File: src/rtl/hdlc_tx_pkg.sv
package hdlc_tx_pkg;

    typedef enum logic [2:0] {
        ST_FLAG  = 3'd0,
        ST_DATA  = 3'd1,
        ST_FCS   = 3'd2,
        ST_PAD   = 3'd3,
        ST_ABORT = 3'd4,
        ST_IDLE  = 3'd5
    } tx_state_e;

    localparam logic [7:0]  FLAG_OCTET  = 8'h7E;
    localparam logic [15:0] CRC_POLY    = 16'h1021;
    localparam logic [15:0] CRC_PRESET  = 16'hFFFF;

endpackage

File: src/rtl/hdlc_tx_crc.sv
module hdlc_tx_crc #(
    parameter int          WIDTH  = 16,
    parameter logic [WIDTH-1:0] POLY   = 16'h1021,
    parameter logic [WIDTH-1:0] PRESET = 16'hFFFF
) (
    input  logic clk,
    input  logic rst_n,
    input  logic preset,
    input  logic feed,
    input  logic din,
    input  logic drain,
    output logic msb
);

    logic [WIDTH-1:0] crc_d, crc_q;
    logic             fb;

    always_comb begin
        crc_d = crc_q;
        fb    = crc_q[WIDTH-1] ^ din;
        if (preset) begin
            crc_d = PRESET;
        end else if (feed) begin
            crc_d = {crc_q[WIDTH-2:0], 1'b0} ^ (fb ? POLY : '0);
        end else if (drain) begin
            crc_d = {crc_q[WIDTH-2:0], 1'b0};
        end
    end

    always_ff @(posedge clk or negedge rst_n) begin
        if (!rst_n) crc_q <= PRESET;
        else        crc_q <= crc_d;
    end

    assign msb = crc_q[WIDTH-1];

    // the register holds the all-ones preset right after a frame start
    assert_crc_preset_R5: assert property (@(posedge clk) disable iff (!rst_n)
        preset |=> (crc_q == PRESET));

endmodule

File: src/rtl/hdlc_tx_ones.sv
module hdlc_tx_ones #(
    parameter int STUFF_RUN = 5
) (
    input  logic clk,
    input  logic rst_n,
    input  logic clear,
    input  logic step,
    input  logic bit_in,
    output logic stuff_due
);

    localparam int RW = $clog2(STUFF_RUN + 2);
    localparam logic [RW-1:0] RUN_LIMIT = RW'(STUFF_RUN);

    logic [RW-1:0] run_d, run_q;

    always_comb begin
        run_d = run_q;
        if (clear)       run_d = '0;
        else if (step)   run_d = bit_in ? run_q + 1'b1 : '0;
    end

    always_ff @(posedge clk or negedge rst_n) begin
        if (!rst_n) run_q <= '0;
        else        run_q <= run_d;
    end

    assign stuff_due = (run_q == RUN_LIMIT);

    // once five ones have gone out, the next stepped bit must be a zero
    assert_stuff_zero_R4: assert property (@(posedge clk) disable iff (!rst_n)
        (step && stuff_due && !clear) |-> !bit_in);

endmodule

File: src/rtl/hdlc_tx_framer.sv
module hdlc_tx_framer
    import hdlc_tx_pkg::*;
#(
    parameter int ABORT_ONES = 7,
    parameter int IDLE_MIN   = 15,
    parameter int STUFF_RUN  = 5,
    parameter int FCS_BITS   = 16
) (
    input  logic       clk,
    input  logic       rst_n,
    input  logic       bit_en,
    input  logic       in_valid,
    input  logic [7:0] in_data,
    input  logic       in_last,
    output logic       in_ready,
    input  logic       abort_req,
    input  logic       idle_req,
    output logic       tx_bit
);

    localparam int CNT_MAX = (IDLE_MIN > FCS_BITS) ? IDLE_MIN : FCS_BITS;
    localparam int CW      = $clog2(CNT_MAX + 1);
    localparam logic [CW-1:0] LAST_BIT   = CW'(7);
    localparam logic [CW-1:0] LAST_FCS   = CW'(FCS_BITS - 1);
    localparam logic [CW-1:0] LAST_ABORT = CW'(ABORT_ONES - 1);
    localparam logic [CW-1:0] LAST_IDLE  = CW'(IDLE_MIN - 1);

    typedef struct packed {
        tx_state_e   state;
        logic [CW-1:0] cnt;
        logic [7:0]  shreg;
        logic        last;
        logic        tx;
    } regs_t;

    regs_t r_d, r_q;

    logic ready;
    logic crc_preset, crc_feed, crc_drain, crc_bit, crc_msb;
    logic ones_clear, ones_step, ones_bit, stuff_due;
    logic in_body;

    hdlc_tx_crc #(
        .WIDTH (FCS_BITS),
        .POLY  (CRC_POLY),
        .PRESET(CRC_PRESET)
    ) u_crc (
        .clk   (clk),
        .rst_n (rst_n),
        .preset(crc_preset),
        .feed  (crc_feed),
        .din   (crc_bit),
        .drain (crc_drain),
        .msb   (crc_msb)
    );

    hdlc_tx_ones #(
        .STUFF_RUN(STUFF_RUN)
    ) u_ones (
        .clk      (clk),
        .rst_n    (rst_n),
        .clear    (ones_clear),
        .step     (ones_step),
        .bit_in   (ones_bit),
        .stuff_due(stuff_due)
    );

    assign in_body = (r_q.state == ST_DATA) || (r_q.state == ST_FCS) ||
                     (r_q.state == ST_PAD);

    always_comb begin
        r_d        = r_q;
        ready      = 1'b0;
        crc_preset = 1'b0;
        crc_feed   = 1'b0;
        crc_drain  = 1'b0;
        crc_bit    = 1'b0;
        ones_clear = 1'b0;
        ones_step  = 1'b0;
        ones_bit   = 1'b0;

        if (bit_en) begin
            if (in_body && abort_req) begin
                r_d.tx    = 1'b1;
                r_d.state = ST_ABORT;
                r_d.cnt   = '0;
            end else begin
                case (r_q.state)
                    ST_FLAG: begin
                        r_d.tx = FLAG_OCTET[r_q.cnt[2:0]];
                        if (r_q.cnt == LAST_BIT) begin
                            r_d.cnt = '0;
                            if (idle_req) begin
                                r_d.state = ST_IDLE;
                            end else begin
                                ready = 1'b1;
                                if (in_valid) begin
                                    r_d.shreg  = in_data;
                                    r_d.last   = in_last;
                                    r_d.state  = ST_DATA;
                                    crc_preset = 1'b1;
                                    ones_clear = 1'b1;
                                end
                            end
                        end else begin
                            r_d.cnt = r_q.cnt + 1'b1;
                        end
                    end
                    ST_DATA: begin
                        ones_step = 1'b1;
                        if (stuff_due) begin
                            r_d.tx   = 1'b0;
                            ones_bit = 1'b0;
                        end else begin
                            r_d.tx    = r_q.shreg[0];
                            ones_bit  = r_q.shreg[0];
                            crc_feed  = 1'b1;
                            crc_bit   = r_q.shreg[0];
                            r_d.shreg = {1'b0, r_q.shreg[7:1]};
                            if (r_q.cnt == LAST_BIT) begin
                                r_d.cnt = '0;
                                if (r_q.last) begin
                                    r_d.state = ST_FCS;
                                end else begin
                                    ready = 1'b1;
                                    if (in_valid) begin
                                        r_d.shreg = in_data;
                                        r_d.last  = in_last;
                                    end else begin
                                        r_d.state = ST_ABORT;
                                    end
                                end
                            end else begin
                                r_d.cnt = r_q.cnt + 1'b1;
                            end
                        end
                    end
                    ST_FCS: begin
                        ones_step = 1'b1;
                        if (stuff_due) begin
                            r_d.tx   = 1'b0;
                            ones_bit = 1'b0;
                        end else begin
                            r_d.tx    = ~crc_msb;
                            ones_bit  = ~crc_msb;
                            crc_drain = 1'b1;
                            if (r_q.cnt == LAST_FCS) begin
                                r_d.cnt   = '0;
                                r_d.state = ST_PAD;
                            end else begin
                                r_d.cnt = r_q.cnt + 1'b1;
                            end
                        end
                    end
                    ST_PAD: begin
                        // a leading zero: either the owed stuff bit or flag bit 0
                        r_d.tx     = 1'b0;
                        ones_clear = 1'b1;
                        r_d.state  = ST_FLAG;
                        r_d.cnt    = stuff_due ? '0 : CW'(1);
                    end
                    ST_ABORT: begin
                        r_d.tx = 1'b1;
                        if (r_q.cnt == LAST_ABORT) begin
                            r_d.cnt   = '0;
                            r_d.state = idle_req ? ST_IDLE : ST_FLAG;
                        end else begin
                            r_d.cnt = r_q.cnt + 1'b1;
                        end
                    end
                    ST_IDLE: begin
                        r_d.tx = 1'b1;
                        if (r_q.cnt != LAST_IDLE) begin
                            r_d.cnt = r_q.cnt + 1'b1;
                        end else if (!idle_req) begin
                            r_d.cnt   = '0;
                            r_d.state = ST_FLAG;
                        end
                    end
                    default: begin
                        r_d.state = ST_FLAG;
                        r_d.cnt   = '0;
                    end
                endcase
            end
        end
    end

    always_ff @(posedge clk or negedge rst_n) begin
        if (!rst_n) begin
            r_q.state <= ST_FLAG;
            r_q.cnt   <= '0;
            r_q.shreg <= '0;
            r_q.last  <= 1'b0;
            r_q.tx    <= 1'b1;
        end else begin
            r_q <= r_d;
        end
    end

    assign tx_bit   = r_q.tx;
    assign in_ready = ready;

    // the line bit holds on cycles without a strobe
    assert_hold_R1: assert property (@(posedge clk) disable iff (!rst_n)
        !bit_en |=> $stable(tx_bit));

    // the handshake opens only on strobes in the flag or data phase
    assert_ready_phase_R7: assert property (@(posedge clk) disable iff (!rst_n)
        in_ready |-> (bit_en && (r_q.state == ST_FLAG || r_q.state == ST_DATA)));

    // a due stuff bit inside the frame body goes out as a zero
    assert_body_stuff_R4: assert property (@(posedge clk) disable iff (!rst_n)
        (bit_en && stuff_due && !abort_req &&
         (r_q.state == ST_DATA || r_q.state == ST_FCS)) |=> !tx_bit);

    // an abort strobe inside a frame emits a one and enters the abort run
    assert_abort_now_R8: assert property (@(posedge clk) disable iff (!rst_n)
        (bit_en && abort_req && in_body) |=> (tx_bit && r_q.state == ST_ABORT));

endmodule

File: config.mk
export PLATFORM = sky130hd
export DESIGN_NAME = hdlc_tx_framer
export DESIGN_NICKNAME = d
export VERILOG_FILES = /design/src/rtl/hdlc_tx_pkg.sv /design/src/rtl/hdlc_tx_crc.sv /design/src/rtl/hdlc_tx_ones.sv /design/src/rtl/hdlc_tx_framer.sv
export SDC_FILE = /design/constraint.sdc
export NUM_CORES = 1
export LEC_CHECK = 0
export BUFFER_PORTS_ARGS = -buffer_cell sky130_fd_sc_hd__buf_2
export CAP_MARGIN = 15
export CORE_MARGIN = 10
export CORE_UTILIZATION = 43
export CTS_BUF_LIST = sky130_fd_sc_hd__clkbuf_4 sky130_fd_sc_hd__clkbuf_8
export DETAILED_ROUTE_END_ITERATION = 8
export GPL_TIMING_DRIVEN = 0
export PLACE_DENSITY = 0.56
export SLEW_MARGIN = 20
export SYNTH_ARGS = -nofsm -noshare
export SYNTH_HDL_FRONTEND = slang
export SYNTH_SLANG_ARGS = --single-unit
File: constraint.sdc
create_clock -name clk -period 2.6 [get_ports clk]
set_input_delay 0.26 -clock clk [delete_from_list [all_inputs] [get_ports clk]]
set_output_delay 0.26 -clock clk [all_outputs]
set_load 0.05 [all_outputs]
==> results.toml, run 1 <==
[setup_path]
arrival_ns = 2.11
cp.required_ns = 2.34
crit_path_max_fanout = 10
worst_setup_path_end_kind = "output port"
path_class = "flip-flop to output port"
r2r_start = "r_q[10]$_DFFE_PN0P_"
slowest_delay_ns = 0.38
critPathBufInv = 2
startpoint = "r_q[16]$_DFFE_PN0P_"
cp_slowest_cell = "dfrtp_1"
critPathLaunchType = "flip-flop"
crit_family = "simple AND/OR/NAND/NOR gates"
crit_chain = "clkbuf_8 > o21ai_0 > nand3_1 > nor4_2 > buf_2"

[synth]
async_flop_share_pct = 100
synth_top_family_by_area = "compound AO/OA/AOI/OAI gates"
synth_flop_cell = "dfrtp_1"
synth_nets = 240
ys_seq_area_share_pct = 43.1
avgSynthCellArea_sq_um = 10.1
yosys.cell_count.top_type = "o21ai_0"
synth-edff-count = 0
ys_top_cells_by_count = "o21ai_0, dfrtp_1, nand2_1, dfstp_2, o22a_2"
ys_warn_count = 0
syn_inst = 218
yosys.area_share.simple_pct = 17.1
synth_area_leader_cell = "dfrtp_1"
ys_ff_latch = 37
synth.area.top_cells = "dfrtp_1, dfstp_2, o22a_2"
netlist_area_sq_um = 2200
synth_compound_gate_area_share_pct = 22.7
synth-xor-area-share_pct = 1.99
synth.top_cell.area_share_pct = 22.8
synth.area.mux_share_pct = 4.62
synth.distinct_cells = 60
synthAdderAreaFrac_pct = 3.99

[global_routing]
grt_antenna_before_repair = 0
grt_pass1_vias = 1807
grt_start_max_net_pins = 38
gr-total-overflow = 0
grt_use_total_pct = 12.2
grt_pass1_wl_microns = 8580

[clock_network]
cts.repair.resized = 0
clk_pin_slew_worst_paths_ns = 0.07
worstSkewPairLatency_ns = 0.29
postCtsHoldBufs = 0
cts_buffer_depth = 2
cts-htree-levels = 2
cts_root_buffer = "clkbuf_8"
numCtsBuffers = 5
cts_tree = "done"
cts_setup_buffers = 0
numClockSinks = 37

[routing]
drtPass1Iterations = 4
route.detailed.drc = 0
via_count = 1746
vias_per_cell = 5.67
wl_per_cell_microns = 15.6
wl_microns = 4810
drtIter0Drc = 80
antenna_left = 0

[finish]
fin_cells = 308
register_area_sq_um = 947
multi_input_area_sq_um = 1110
fillers = 469
nets = 262
drive_above_1_share_pct = 31.1
syn_to_final_growth_pct = 12.1
num_antenna_cells = 0

[placed_design]
place_congestion = 0.923
dp_hpwl_microns = 3560
io_buffer_count = 15
pre_cts_ws_ns = 0.388
place_inst = 300

[die]
start_util_pct = 45.3
coreArea_sq_um = 4850
rows = 25
io_pins = 17
die_w_microns = 91.5
dieArea_sq_um = 8360
die_h_microns = 91.5

[sta]
layout_min_cycle_time_ns = 2.37
period_share_pct = 91.1
whs_ns = 0.0586
hold_violations = 0
tightest_slew_ns = 0.814
fmax_mhz = 422
clock_skew_ns = 0.00512
setup_violations = 0
slew_headroom_pct = 45.7
rsz0062_at_grt = "no"
setup_slack_ns = 0.232
setup_tns_ns = 0
drv_slew = 0

[pwr]
power_leakage_nw = 1.02
power_density_nw_per_um2 = 1050
finalPower_mw = 2.58
irDropWorstVdd_v = 0.000442

[job]
cap_violations = 0

[worst_hold_path]
hold_class = "input port to asynchronous set/reset pin"

[run_status]
outcome = "finished clean"
-- sequential cells by signal (all words and copies together) (netlist names) --
| name | flops |
|---|---|
| tx_bit | 1 |
| u_ones.run_q | 3 |
| u_crc.crc_q | 16 |
| r_q | 17 |
-- per-stage QoR --
step	utilization (%)	cell area, sq um
global route	50.8	2460
detailed placement	48.7	2360
floorplan	-	2200
finish	50.8	2460
global placement	48.7	2360
CTS	50.8	2460
-- logic make-up (layout without fill, tap and decap cells) --
logic type	count (synthesis)	after routing
xor+xnor	5	5
fa+ha+maj	7	7
flops	37	37
simple gates	65	65
mux	10	10
compound gates	70	70
buf+inv	24	47
-- layout make-up --
cell class / count / share of cell area [%]
Clock buffer: 7 / 3.91
Timing Repair Buffer: 15 / 3.05
Tap cell: 67 / 3.40
Inverter: 12 / 1.83
Buffer: 12 / 3.91
Multi-Input combinational cell: 157 / 45.2
Sequential cell: 37 / 38.5
Clock inverter: 1 / 0.203
-- where the power goes --
part           internal [mW]  switching (mW)
Sequential             0.920           0.185
Combinational          0.470           0.566
Clock                  0.240           0.203
-- path summary, 6_finish.rpt --
check / to / cells past startpoint / slack (ns)
max in group asynchronous: r_q[15]$_DFFE_PN0P_ / 1 / 2.03
worst max register to register: u_crc.crc_q[9]$_DFFE_PN1P_ / 7 / 0.38
worst min register to register: r_q[6]$_DFFE_PN0P_ / 2 / 0.49
worst min-delay path: r_q[12]$_DFFE_PN0P_ / 1 / 0.06
min in group clk: r_q[1]$_DFFE_PN0P_ / 3 / 0.21
worst max-delay path: in_ready / 5 / 0.23
-- cell usage in the layout (no fill, tap or decap), types with 2 or more instances in the layout --
cell type	netlist	layout
nand3_1	4	4
dfrtp_1	20	20
nand2b_1	2	2
mux2i_1	9	9
buf_6	2	2
buf_4	2	2
clkbuf_8	1	8
xor2_1	4	4
a21oi_1	11	11
buf_2	1	16
nand4_1	3	3
nor2b_1	2	2
ha_1	7	7
clkbuf_1	3	3
o22ai_1	2	2
nand2_1	19	19
nor3_1	4	4
o22a_2	15	15
inv_1	12	12
nor2_1	12	12
nor4_1	3	2
nand3b_1	2	2
dfstp_2	17	17
o21ai_0	21	21
o211ai_1	3	3
o31ai_1	3	3
-- per-layer routing --
layer	global-route usage [%]	part of all wire, %	vias to the layer above
met2	19.4	47	50
met3	2.96	5.1	10
met5	0	0	-
met1	15.1	46	844
li1	-	-	842
met4	6.01	2.5	0
Power figures use the tool's default switching activity.
==> run 2: changes to the inputs <==
Settings changed: CORE_MARGIN 10 to 1, CORE_UTILIZATION 43 to 23, PLACE_DENSITY 0.56 to 0.34.
==> results.toml, run 2 (same netlist as run 1, synthesis figures left out) <==
[clock_network]
cts_root_buffer = "clkbuf_8"
cts-htree-levels = 2
worstSkewPairLatency_ns = 0.29
cts_tree = "done"
cts_buffer_depth = 2
cts_setup_buffers = 0
postCtsHoldBufs = 0
cts.repair.resized = 0
numClockSinks = 37
numCtsBuffers = 5
clk_pin_slew_worst_paths_ns = 0.09

[sta]
slew_headroom_pct = 40.2
setup_violations = 0
hold_violations = 0
period_share_pct = 91.6
clock_skew_ns = 0.00992
tightest_slew_ns = 0.897
rsz0062_at_grt = "no"
drv_slew = 0
layout_min_cycle_time_ns = 2.38
fmax_mhz = 420
setup_tns_ns = 0

[global_routing]
grt_start_max_net_pins = 38
grt_pass1_vias = 1799
grt_use_total_pct = 12.6
grt_pass1_wl_microns = 9690
grt_antenna_before_repair = 0
gr-total-overflow = 0

[setup_path]
worst_setup_path_end_kind = "output port"
critPathLaunchType = "flip-flop"
startpoint = "r_q[15]$_DFFE_PN0P_"
path_class = "flip-flop to output port"
crit_path_max_fanout = 10
arrival_ns = 2.12
r2r_start = "r_q[10]$_DFFE_PN0P_"
cp.required_ns = 2.34

[finish]
final_cell_mix = "o21ai_0, dfrtp_1, nand2_1"
syn_to_final_growth_pct = 16.5
fin_cells = 370
num_antenna_cells = 0
top_register = "r_q"
drive_above_1_share_pct = 31.1
largest_reg_flops = 17
largestRegisters = "r_q x17, u_crc.crc_q x16, u_ones.run_q x3"
nets = 262

[routing]
via_count = 1747
drtPass1Iterations = 5
antenna_left = 0
vias_per_cell = 4.72
wl_microns = 5690
route.detailed.drc = 0
drtIter0Drc = 127
wl_per_cell_microns = 15.4

[job]
cap_violations = 0

[pwr]
irDropWorstVdd_v = 0.000259
power_frac_comb_pct = 38.9
intPower_mw = 1.70
power_density_nw_per_um2 = 1060
p_seq_share_pct = 41.0
power_switching_share_pct = 37.0
power_leakage_nw = 1.02
power.net_switching_mw = 1.00
clkPwrFrac_pct = 20.2

[worst_hold_path]
hold_class = "input port to asynchronous set/reset pin"

[placed_design]
io_buffer_count = 15
place_inst = 362
place_congestion = 0.793
dp_hpwl_microns = 3990

[die]
io_pins = 17
coreArea_sq_um = 9240
rows = 35
dieArea_sq_um = 9940
start_util_pct = 23.8
die_w_microns = 99.7
die_h_microns = 99.7

[run_status]
outcome = "finished clean"
run 2: worst max-delay path: stages (launching register included):
cell     delay, ns
dfrtp_1       0.42
buf_2         0.21
buf_1         0.26
o22a_1        0.28
nor4_2        0.32
buf_2         0.33
run 2: power by group through the flow:
stage	registers, mW	logic, mW	clock network, mW
after CTS	1.11	1.07	0.573
final	1.11	1.05	0.545
after global routing	1.15	1.19	0.598
after floorplan	1.08	0.812	0
after global placement	1.12	1.07	0
after detailed placement	1.12	1.06	0
run 2: final cells by class:
class	count	area (sq um)
flip-flops and latches	37	947
fillers	1013	6680
clock buffers	6	82.6
clock inverters	2	37.5
plain buffers	12	96.3
inverters	12	45.0
repair buffers	15	75.1
well taps	129	161
multi-input cells	157	1110
run 2: path summary, 6_finish.rpt:
check	to	slack [ns]	cells past startpoint
hold / removal	r_q[15]$_DFFE_PN0P_	0.09	1
hold reg to reg	r_q[3]$_DFFE_PN0P_	0.48	2
setup reg to reg	r_q[13]$_DFFE_PN0P_	0.27	8
setup / recovery	in_ready	0.22	5
min in group clk	r_q[1]$_DFFE_PN0P_	0.20	3
max in group asynchronous	u_ones.run_q[0]$_DFFE_PN0P_	1.95	1
run 2: layer usage:
layer,GRT usage (%),vias to the layer above,wire (microns)
li1,-,842,-
met1,18.2,860,2980
met2,18.8,37,2440
met3,2.53,8,189
met4,3.73,0,78
met5,0,-,0
run 2: through the flow:
step	setup WS (ns)	util, %	power, mW	hold WS (ns)	area, sq um
detailed placement	0.284	26.4	2.18	0.455	2440
global route	0.0672	27.7	2.94	0.153	2560
floorplan	0.382	-	1.90	-0.0356	2200
global placement	0.225	26.4	2.19	0.457	2440
finish	0.219	27.7	2.70	0.0858	2560
CTS	0.128	27.7	2.75	0.130	2560
==> run 3: changes to the inputs <==
Settings changed: PLACE_DENSITY 0.34 to not set, PLACE_DENSITY_LB_ADDON set to 0.15.
Clock period 2.6 ns to 2.7 ns, I/O delays scaled along.
==> results.toml, run 3 (same netlist as run 1, synthesis figures left out) <==
[clock_network]
clk_pin_slew_worst_paths_ns = 0.08
numClockSinks = 37
cts_buffer_depth = 2
worstSkewPairLatency_ns = 0.29
cts_root_buffer = "clkbuf_8"
cts_tree = "done"
postCtsHoldBufs = 0
cts_setup_buffers = 0
cts-htree-levels = 2
cts.repair.resized = 0
numCtsBuffers = 5

[die]
coreArea_sq_um = 9240
io_pins = 17
dieArea_sq_um = 9940
rows = 35
start_util_pct = 23.8
die_w_microns = 99.7
die_h_microns = 99.7

[worst_hold_path]
hold_class = "input port to asynchronous set/reset pin"

[pwr]
irDropWorstVdd_v = 0.000364
power_leakage_nw = 1.02
power_density_nw_per_um2 = 999
finalPower_mw = 2.55

[finish]
final_cell_mix = "o21ai_0, dfrtp_1, nand2_1"
largest_reg_flops = 17
num_antenna_cells = 0
final_common_cell = "o21ai_0"
fillers = 966
largestRegisters = "r_q x17, u_crc.crc_q x16, u_ones.run_q x3"
top_register = "r_q"
syn_to_final_growth_pct = 16.2
drive_above_1_share_pct = 31.1
design_area_sq_um = 2550
nets = 262

[routing]
vias_per_cell = 4.61
wl_per_cell_microns = 13.7
drtPass1Iterations = 4
wl_met1_microns = 2560
met2_length_microns = 2320
wl_microns = 5080
route.detailed.drc = 0
routed.top_layer = "met4"
drtIter0Drc = 52
antenna_left = 0
via_count = 1706
met3_length_microns = 158

[setup_path]
startpoint = "r_q[16]$_DFFE_PN0P_"
arrival_ns = 2.27
worst_setup_path_end_kind = "output port"
r2r_cells = 6
cp.required_ns = 2.43
crit_path_max_fanout = 10
r2r_start = "r_q[16]$_DFFE_PN0P_"
rrSetupSlack_ns = 0.42
rr_endpoint = "u_crc.crc_q[12]$_DFFE_PN1P_"
path_class = "flip-flop to output port"
slowest_delay_ns = 0.46
crit_chain = "clkbuf_8 > o21ai_0 > nand3_1 > nor4_2 > buf_2"
cp_slowest_cell = "o21ai_0"
critPathLaunchType = "flip-flop"

[sta]
rsz0062_at_grt = "no"
drv_slew = 0
layout_min_cycle_time_ns = 2.54
slew_headroom_pct = 42.6
period_share_pct = 93.9
setup_violations = 0
tightest_slew_ns = 0.861
setup_tns_ns = 0
hold_violations = 0
clock_skew_ns = 0.00559
fmax_mhz = 394

[job]
cap_violations = 0

[placed_design]
dp_hpwl_microns = 3630
io_buffer_count = 15
post_dp_cell_area_sq_um = 2440
place_congestion = 0.779

[global_routing]
gr-total-overflow = 0
grt_use_total_pct = 11.0
grt_antenna_before_repair = 0
grt_pass1_vias = 1684
grt_start_max_net_pins = 38
grt_pass1_wl_microns = 8670

[run_status]
outcome = "finished clean"
run 3: changes by cell type in the layout (fill, tap and decap cells not counted):
cell	before	now
clkbuf_8	7	6
clkinv_4	0	1
clkinvlp_4	1	0
inv_4	0	1
o21ai_0	20	21
o21ai_1	2	1
run 3: cell type report:
type | instances | area, sq um | area share, %
Inverter | 12 | 45.0 | 1.76
Tap cell | 129 | 161 | 6.32
Multi-Input combinational cell | 157 | 1110 | 43.6
Buffer | 12 | 96.3 | 3.77
Clock inverter | 3 | 45.0 | 1.76
Sequential cell | 37 | 947 | 37.1
Timing Repair Buffer | 15 | 75.1 | 2.94
Clock buffer | 5 | 68.8 | 2.70
run 3: worst max-delay path by stage:
stage | to | cells past startpoint
floorplan | in_ready | 4
CTS | in_ready | 5
detailed placement | u_crc.crc_q[5]$_DFFE_PN1P_ | 6
global placement | u_crc.crc_q[5]$_DFFE_PN1P_ | 6
global route | in_ready | 5
finish | in_ready | 5
run 3: routing by layer:
metal | global-route usage, % | vias to the layer above
met2 | 17.2 | 37
met1 | 15.2 | 819
met4 | 3.28 | 0
li1 | - | 846
met3 | 2.25 | 4
met5 | 0 | -
run 3: power by group:
part           switching (mW)  internal, mW  leakage (nW)
Combinational           0.548         0.452         0.530
Sequential              0.171         0.884         0.435
Clock                   0.219         0.277        0.0587
run 3: critical path: cells and delay by family, from the launching register on:
kind / cells / cell delay (ns)
flops: 1 / 0.38
simple gates: 2 / 0.65
buf+inv: 2 / 0.48
compound gates: 1 / 0.46
run 3: through the flow:
stage	cells	util [%]	worst slack (ns)	hold WS (ns)
after floorplan	218	-	0.472	-0.0256
after CTS	370	27.6	0.215	0.127
after global routing	370	27.6	0.0880	0.165
after global placement	362	26.4	0.375	0.452
after detailed placement	362	26.4	0.450	0.446
final	370	27.6	0.164	0.0849
